### config.mk
export PLATFORM = sky130hd
export DESIGN_NAME = gpio_irq_selector
export DESIGN_NICKNAME = d
export VERILOG_FILES = /design/src/rtl/gisel_pkg.sv /design/src/rtl/gisel_sync.sv /design/src/rtl/gisel_regs.sv /design/src/rtl/gisel_chan.sv /design/src/rtl/gpio_irq_selector.sv
export SDC_FILE = /design/constraint.sdc
export NUM_CORES = 2
export LEC_CHECK = 0
export BUFFER_PORTS_ARGS = -buffer_cell sky130_fd_sc_hd__buf_2
export CORE_UTILIZATION = 45
export CTS_CLUSTER_SIZE = 8
export DETAILED_ROUTE_END_ITERATION = 8
export GPL_TIMING_DRIVEN = 0
export PLACE_DENSITY_LB_ADDON = 0.12
export SETUP_SLACK_MARGIN = 0.02
export SLEW_MARGIN = 0
export SYNTH_ARGS = -nofsm -noshare
export SYNTH_HDL_FRONTEND = slang
export SYNTH_SLANG_ARGS = --single-unit
### constraint.sdc
create_clock -name clk -period 3.3 [get_ports clk]
set_input_delay 0.66 -clock clk [delete_from_list [all_inputs] [get_ports clk]]
set_output_delay 0.66 -clock clk [all_outputs]
set_load 0.02 [all_outputs]
### src/rtl/gisel_pkg.sv
package gisel_pkg;
    typedef enum logic [1:0] {
        CH_OFF   = 2'd0,
        CH_PRIME = 2'd1,
        CH_WATCH = 2'd2
    } ch_state_e;

    typedef enum logic [1:0] {
        SENSE_RISE = 2'd0,
        SENSE_FALL = 2'd1,
        SENSE_HIGH = 2'd2,
        SENSE_LOW  = 2'd3
    } sense_e;

    localparam logic [7:0] ADDR_STATUS   = 8'h20;
    localparam logic [7:0] ADDR_SENSE_LO = 8'h24;
    localparam logic [7:0] ADDR_SEL_BASE = 8'h30;
    localparam int         CH_PER_SEL    = 4;
    localparam int         CH_PER_SENSE  = 16;
endpackage

### src/rtl/gisel_sync.sv
module gisel_sync #(
    parameter int WIDTH  = 128,
    parameter int STAGES = 2
) (
    input  logic             clk,
    input  logic             rst_n,
    input  logic [WIDTH-1:0] async_i,
    output logic [WIDTH-1:0] sync_o
);
    logic [STAGES-1:0][WIDTH-1:0] pipe_q;

    for (genvar s = 0; s < STAGES; s++) begin : g_stage
        if (s == 0) begin : g_first
            always_ff @(posedge clk or negedge rst_n) begin
                if (!rst_n) pipe_q[s] <= '0;
                else        pipe_q[s] <= async_i;
            end
        end else begin : g_rest
            always_ff @(posedge clk or negedge rst_n) begin
                if (!rst_n) pipe_q[s] <= '0;
                else        pipe_q[s] <= pipe_q[s-1];
            end
        end
    end

    assign sync_o = pipe_q[STAGES-1];
endmodule

### src/rtl/gisel_regs.sv
module gisel_regs
    import gisel_pkg::*;
#(
    parameter int NUM_CH = 32,
    parameter int SRC_W  = 7,
    parameter int ADDR_W = 8
) (
    input  logic                         clk,
    input  logic                         rst_n,
    input  logic                         bus_wr,
    input  logic [ADDR_W-1:0]            bus_addr,
    input  logic [31:0]                  bus_wdata,
    output logic [31:0]                  bus_rdata,
    input  logic [NUM_CH-1:0]            stat_i,
    output logic [NUM_CH-1:0][SRC_W-1:0] cfg_src,
    output logic [NUM_CH-1:0][1:0]       cfg_sense,
    output logic [NUM_CH-1:0]            chg,
    output logic [NUM_CH-1:0]            chg_en,
    output logic [NUM_CH-1:0]            clr
);
    localparam int SEL_REGS   = NUM_CH / CH_PER_SEL;
    localparam int SENSE_REGS = (NUM_CH + CH_PER_SENSE - 1) / CH_PER_SENSE;

    logic [SEL_REGS-1:0][31:0]   sel_q;
    logic [SENSE_REGS-1:0][31:0] sense_q;
    logic [SEL_REGS-1:0]         sel_hit;
    logic [SENSE_REGS-1:0]       sense_hit;
    logic                        stat_wr;

    assign stat_wr = bus_wr && (bus_addr == ADDR_W'(ADDR_STATUS));

    for (genvar r = 0; r < SEL_REGS; r++) begin : g_sel
        assign sel_hit[r] = bus_wr && (bus_addr == ADDR_W'(ADDR_SEL_BASE + 4 * r));
        always_ff @(posedge clk or negedge rst_n) begin
            if (!rst_n)          sel_q[r] <= '0;
            else if (sel_hit[r]) sel_q[r] <= bus_wdata;
        end
    end

    for (genvar r = 0; r < SENSE_REGS; r++) begin : g_sense
        assign sense_hit[r] = bus_wr && (bus_addr == ADDR_W'(ADDR_SENSE_LO + 4 * r));
        always_ff @(posedge clk or negedge rst_n) begin
            if (!rst_n)            sense_q[r] <= '0;
            else if (sense_hit[r]) sense_q[r] <= bus_wdata;
        end
    end

    for (genvar c = 0; c < NUM_CH; c++) begin : g_ch
        localparam int RS = c / CH_PER_SEL;
        localparam int BS = c % CH_PER_SEL;
        localparam int RN = c / CH_PER_SENSE;
        localparam int FN = c % CH_PER_SENSE;
        assign cfg_src[c]   = sel_q[RS][8*BS +: SRC_W];
        assign cfg_sense[c] = sense_q[RN][2*FN +: 2];
        assign chg[c]       = sel_hit[RS] && (bus_wdata[8*BS +: 8] != sel_q[RS][8*BS +: 8]);
        assign chg_en[c]    = bus_wdata[8*BS + 7];
        assign clr[c]       = stat_wr && !bus_wdata[c];
    end

    always_comb begin
        bus_rdata = '0;
        if (bus_addr == ADDR_W'(ADDR_STATUS)) begin
            bus_rdata[NUM_CH-1:0] = stat_i;
        end
        for (int r = 0; r < SENSE_REGS; r++) begin
            if (bus_addr == ADDR_W'(ADDR_SENSE_LO + 4 * r)) bus_rdata = sense_q[r];
        end
        for (int r = 0; r < SEL_REGS; r++) begin
            if (bus_addr == ADDR_W'(ADDR_SEL_BASE + 4 * r)) bus_rdata = sel_q[r];
        end
    end

    // a write to the first select register is held for readback
    assert_sel_store_R2: assert property (@(posedge clk) disable iff (!rst_n)
        (bus_wr && bus_addr == ADDR_W'(ADDR_SEL_BASE)) |=> (sel_q[0] == $past(bus_wdata)));
endmodule

### src/rtl/gisel_chan.sv
module gisel_chan
    import gisel_pkg::*;
#(
    parameter int SRC_W   = 7,
    parameter int NUM_SRC = 1 << SRC_W
) (
    input  logic               clk,
    input  logic               rst_n,
    input  logic [NUM_SRC-1:0] src_vec,
    input  logic [SRC_W-1:0]   cfg_src,
    input  logic [1:0]         cfg_sense,
    input  logic               chg,
    input  logic               chg_en,
    input  logic               clr,
    output logic               stat_o
);
    ch_state_e state_q, state_d;
    logic      hist_q;
    logic      stat_q;
    logic      cur;
    logic      hit;
    logic      evt;

    assign cur = src_vec[cfg_src];

    // Next-state process
    always_comb begin
        state_d = state_q;
        unique case (state_q)
            CH_OFF:   state_d = CH_OFF;
            CH_PRIME: state_d = CH_WATCH;
            CH_WATCH: state_d = CH_WATCH;
            default:  state_d = CH_OFF;
        endcase
        if (chg) state_d = chg_en ? CH_PRIME : CH_OFF;
    end

    // State register
    always_ff @(posedge clk or negedge rst_n) begin
        if (!rst_n) state_q <= CH_OFF;
        else        state_q <= state_d;
    end

    // Output process: sense detection gated by the state
    always_comb begin
        unique case (sense_e'(cfg_sense))
            SENSE_RISE: hit = cur && !hist_q;
            SENSE_FALL: hit = !cur && hist_q;
            SENSE_HIGH: hit = cur;
            SENSE_LOW:  hit = !cur;
            default:    hit = 1'b0;
        endcase
        evt = (state_q == CH_WATCH) && hit;
    end

    always_ff @(posedge clk or negedge rst_n) begin
        if (!rst_n) begin
            hist_q <= 1'b0;
            stat_q <= 1'b0;
        end else begin
            hist_q <= cur;
            stat_q <= evt || (stat_q && !clr);
        end
    end

    assign stat_o = stat_q;

    // status only rises out of the watching state
    assert_off_no_set_R6: assert property (@(posedge clk) disable iff (!rst_n)
        $rose(stat_q) |-> ($past(state_q) == CH_WATCH));
    // a configuration change always re-arms before detecting
    assert_chg_rearm_R7: assert property (@(posedge clk) disable iff (!rst_n)
        chg |=> (state_q != CH_WATCH));
    // a clear without a competing event drops the bit
    assert_clr_drops_R8: assert property (@(posedge clk) disable iff (!rst_n)
        (clr && !evt) |=> !stat_q);
    // an event always leaves the bit set, even against a clear
    assert_evt_wins_R9: assert property (@(posedge clk) disable iff (!rst_n)
        evt |=> stat_q);
endmodule

### src/rtl/gpio_irq_selector.sv
module gpio_irq_selector
    import gisel_pkg::*;
#(
    parameter int NUM_CH      = 32,
    parameter int SRC_W       = 7,
    parameter int ADDR_W      = 8,
    parameter int SYNC_STAGES = 2
) (
    input  logic                  clk,
    input  logic                  rst_n,
    input  logic [(1<<SRC_W)-1:0] gpio_irq_i,
    input  logic                  bus_wr_i,
    input  logic [ADDR_W-1:0]     bus_addr_i,
    input  logic [31:0]           bus_wdata_i,
    output logic [31:0]           bus_rdata_o,
    output logic [NUM_CH-1:0]     irq_o
);
    localparam int NUM_SRC = 1 << SRC_W;

    logic [NUM_SRC-1:0]            src_sync;
    logic [NUM_CH-1:0][SRC_W-1:0]  cfg_src;
    logic [NUM_CH-1:0][1:0]        cfg_sense;
    logic [NUM_CH-1:0]             chg;
    logic [NUM_CH-1:0]             chg_en;
    logic [NUM_CH-1:0]             clr;
    logic [NUM_CH-1:0]             stat;

    gisel_sync #(.WIDTH(NUM_SRC), .STAGES(SYNC_STAGES)) u_sync (
        .clk     (clk),
        .rst_n   (rst_n),
        .async_i (gpio_irq_i),
        .sync_o  (src_sync)
    );

    gisel_regs #(.NUM_CH(NUM_CH), .SRC_W(SRC_W), .ADDR_W(ADDR_W)) u_regs (
        .clk       (clk),
        .rst_n     (rst_n),
        .bus_wr    (bus_wr_i),
        .bus_addr  (bus_addr_i),
        .bus_wdata (bus_wdata_i),
        .bus_rdata (bus_rdata_o),
        .stat_i    (stat),
        .cfg_src   (cfg_src),
        .cfg_sense (cfg_sense),
        .chg       (chg),
        .chg_en    (chg_en),
        .clr       (clr)
    );

    for (genvar c = 0; c < NUM_CH; c++) begin : g_chan
        gisel_chan #(.SRC_W(SRC_W), .NUM_SRC(NUM_SRC)) u_chan (
            .clk       (clk),
            .rst_n     (rst_n),
            .src_vec   (src_sync),
            .cfg_src   (cfg_src[c]),
            .cfg_sense (cfg_sense[c]),
            .chg       (chg[c]),
            .chg_en    (chg_en[c]),
            .clr       (clr[c]),
            .stat_o    (stat[c])
        );
    end

    assign irq_o = stat;
endmodule

==> results.py <==
metrics = {
    "status": {
        "status": "finished with violations",
        "violations": "hold timing, capacitance limit, slew limit, setup timing",
    },
    "drt": {
        "drc": 0,
        "drt_first_iter_violations": 9263,
        "wl_mm": 384.1,
        "dr.pass1.iters": 8,
        "wl_met3_mm": 65.45,
        "wl_met2_mm": 150.2,
        "highest_layer": "met5",
        "wl_per_cell_um": 50.22,
        "wl_met1_mm": 129.5,
        "ant_nets": 0,
        "dr_total_vias": 59350,
        "viasPerCell": 7.759,
    },
    "clock_network": {
        "cts_tree": "yes",
        "cts_buffer_depth": 3,
        "clk-insertion-delay-late_ns": 0.78,
        "clock-root-buffer": "clkbuf_16",
        "clock_sinks": 704,
        "htreeDepth": 3,
        "numCtsBuffers": 102,
        "clkTransAtPathRegs_ns": 0.05,
    },
    "critical_path": {
        "cp_top_family": "buffers and inverters",
        "crit_chain": "clkbuf_1 > nor2_1 > a31oi_4 > a221o_1 > buf_6",
        "reg2reg_slack_ns": -0.12,
        "end_kind": "output pin",
        "critPathRequiredTime_ns": 2.64,
        "cp-start-kind": "register",
        "cp.arrival_ns": 2.91,
        "cp_slowest_stage_delay_ns": 0.77,
        "path_max_fanout": 10,
        "crit_buf_inv": 2,
        "critPathSlowestCell": "clkbuf_1",
        "worstSetupPathType": "reg2out",
    },
    "timing": {
        "setup_viol": 46,
        "period_minus_slack_ns": 3.572,
        "worst_slack_ns": -0.2724,
        "worst_slew_pin_slew_ns": 1.846,
        "max_slew_margin_pct": -23.06,
        "maxSlewViolCount": 131,
        "finalHoldViolCount": 1,
        "finalCritPeriodShare_pct": 108.3,
        "holdWs_ns": -0.001638,
        "finClkSkew_ns": 0.04586,
        "rsz0062_at_grt": "true",
        "fmax_ghz": 0.2799,
    },
    "power_and_ir_drop": {
        "combPwrFrac_pct": 30.5,
        "p_total_uw": 29290,
        "switching_share_pct": 35.95,
        "pwr-share-clk_pct": 34.7,
        "ir_drop_mv": 0.4454,
        "p_seq_share_pct": 34.8,
        "p_leak_uw": 0.02751,
        "p_switching_uw": 10530,
        "internal_power_uw": 18760,
        "power_density_nw_per_um2": 378.8,
    },
    "floorplan": {
        "rows": 139,
        "start_util_pct": 45.55,
        "die_x_um": 384.2,
        "io_pins": 235,
        "core_area_um2": 144400,
        "die_h_um": 384.2,
        "dieArea_um2": 147600,
    },
    "cells_and_area": {
        "multi_input_area_um2": 44570,
        "areaGrowthSynthToFinish_pct": 17.61,
        "drive_gt1_share_pct": 46.11,
        "regArea_um2": 17730,
        "fillerInstances": 12450,
        "fin_nets": 5829,
    },
    "synthesis": {
        "ys.flop_type": "dfrtp_1",
        "synth_most_common_cell": "mux4_2",
        "synth_edf_count": 0,
        "synth.net_count": 5419,
        "ys_ff_latch": 704,
        "synth_area_leaders": "mux4_2, dfrtp_1, mux2_2, clkbuf_1, mux2i_1",
        "synth_top_area_share_pct": 38.84,
        "ys_warn_count": 0,
        "postSynthAreaPerCell_um2": 12.61,
        "synthCells": 5216,
        "seq_area_frac_synth_pct": 26.79,
        "ys_types": 54,
        "synth_top_cell_by_area": "mux4_2",
        "syn_area_um2": 65750,
        "synthArstFlopShare_pct": 100.0,
        "synth_common_cells": "mux4_2, dfrtp_1, clkbuf_1, xor2_1, mux2i_1",
    },
    "flow_run": {
        "cap_violations": 12,
    },
    "worst_hold_path": {
        "min_path_type": "in2reg",
    },
    "place": {
        "dpl.hpwl_mm": 281.4,
        "gpl.final_weighted_congestion": 1.117,
        "port_buffers": 202,
    },
    "grt": {
        "first_global_vias": 55850,
        "grt-ovfl-total": 0,
        "grt_usage_pct": 51.99,
        "grt_max_degree": 131,
        "antenna_found_initial": 78,
        "grt_first_pass_wirelength_mm": 508.8,
    },
}
-- flip-flops by register name, summed over array words and instances, names as in the netlist --
signal and count:
u_regs.cfg_src 224, g_chan.u_chan.state_q 64, u_sync.sync_o 128, g_chan.u_chan.stat_o 32, g_chan.u_chan.hist_q 32, u_sync.pipe_q 128, u_regs.cfg_sense 64, u_regs.sel_q 32
-- worst register-to-register path: cells and delay by family (launching register included) --
kind                      cells  cell delay, ns
xor gates and xnor gates      1            0.25
AOI/OAI and AO/OA             1            0.07
and+or+nand+nor               3            0.71
DFF                           1            0.57
muxes                         2            0.74
buffers and inverters         2            0.92
-- final cells by class --
class                   instances  share of cell area (%)
flip-flops and latches        704                   22.93
well taps                    1903                   3.079
repair buffers                363                   3.610
multi-input cells            3418                   57.64
diodes                         96                  0.3107
clock inverters                13                  0.2864
inverters                      66                  0.3204
plain buffers                 971                   8.370
clock buffers                 115                   3.456
-- layout by cell type (no fill, tap or decap), types with 107 or more instances in the layout --
master	count
mux4_2	1134
dfrtp_1	619
clkbuf_1	438
xor2_1	256
mux2i_1	241
mux2_2	230
buf_2	217
buf_4	211
nor2_1	157
mux2_1	150
clkbuf_2	136
nand3b_1	119
o21ai_0	119
nand2_1	115
clkbuf_16	110
nand3_1	107
-- what timing repair did --
item / CTS / global route
buffers inserted: 89 / 21
hold endpoints to repair: 53 / 0
hold buffers: 40 / 0
pin swaps: 87 / 56
gates cloned: 1 / 1
resized for setup: 1016 / 270
endpoints found under the setup margin: 248 / 67
-- final timing paths --
| check | start | end | cells after the start |
|---|---|---|---|
| setup reg to reg | u_sync.sync_o[16]$_DFF_PN0_ | g_chan[25].u_chan.stat_o$_DFF_PN0_ | 9 |
| max in group asynchronous | rst_n | u_sync.sync_o[118]$_DFF_PN0_ | 4 |
| hold reg to reg | u_sync.pipe_q[59]$_DFF_PN0_ | u_sync.sync_o[59]$_DFF_PN0_ | 0 |
| min in group asynchronous | rst_n | g_chan[6].u_chan.state_q[1]$_DFF_PN0_ | 2 |
| hold / removal | gpio_irq_i[110] | u_sync.pipe_q[110]$_DFF_PN0_ | 1 |
| setup / recovery | u_regs.cfg_src[149]$_DFFE_PN0P_ | bus_rdata_o[10] | 5 |
-- power by group through the flow --
stage	Clock, uW	Combinational, uW	Sequential [uW]
after floorplan	0	5190	9490
final	10200	8930	10200
after global placement	0	7980	10000
after detailed placement	0	8080	10000
after global routing	10500	9070	10100
after CTS	10200	8380	10000
-- layer usage --
metal / vias up / track usage [%]
li1: 21240 / -
met1: 30560 / 60.31
met2: 5836 / 67.11
met3: 1646 / 32.12
met4: 60 / 42.28
met5: - / 2.372
-- stage by stage --
stage               setup slack (ns)  area [um2]  std cells  TNS [ns]  utilization, %
floorplan                     0.1595       65750       5216         0               -
global placement              -14.32       69140       7321         -           47.90
detailed placement            -2.232       69400       7330   -350.50           48.08
CTS                          -0.1580       76370       7538    -3.324           52.90
global route                 -0.2211       77170       7584    -4.865           53.46
finish                       -0.2724       77330       7649    -6.892           53.57
-- cells by family (layout without fill, tap and decap cells) --
logic type	Yosys count	after routing	share of synthesized area, %
mux	1768	1768	49.33
compound gates	555	555	5.146
flops	704	704	26.79
buf+inv	1094	1528	7.557
fa+ha+maj	32	32	0.6090
other cells	0	96	0
xor+xnor	316	316	4.209
simple gates	747	747	6.358
No activity file was read; power rests on OpenSTA's default activity.
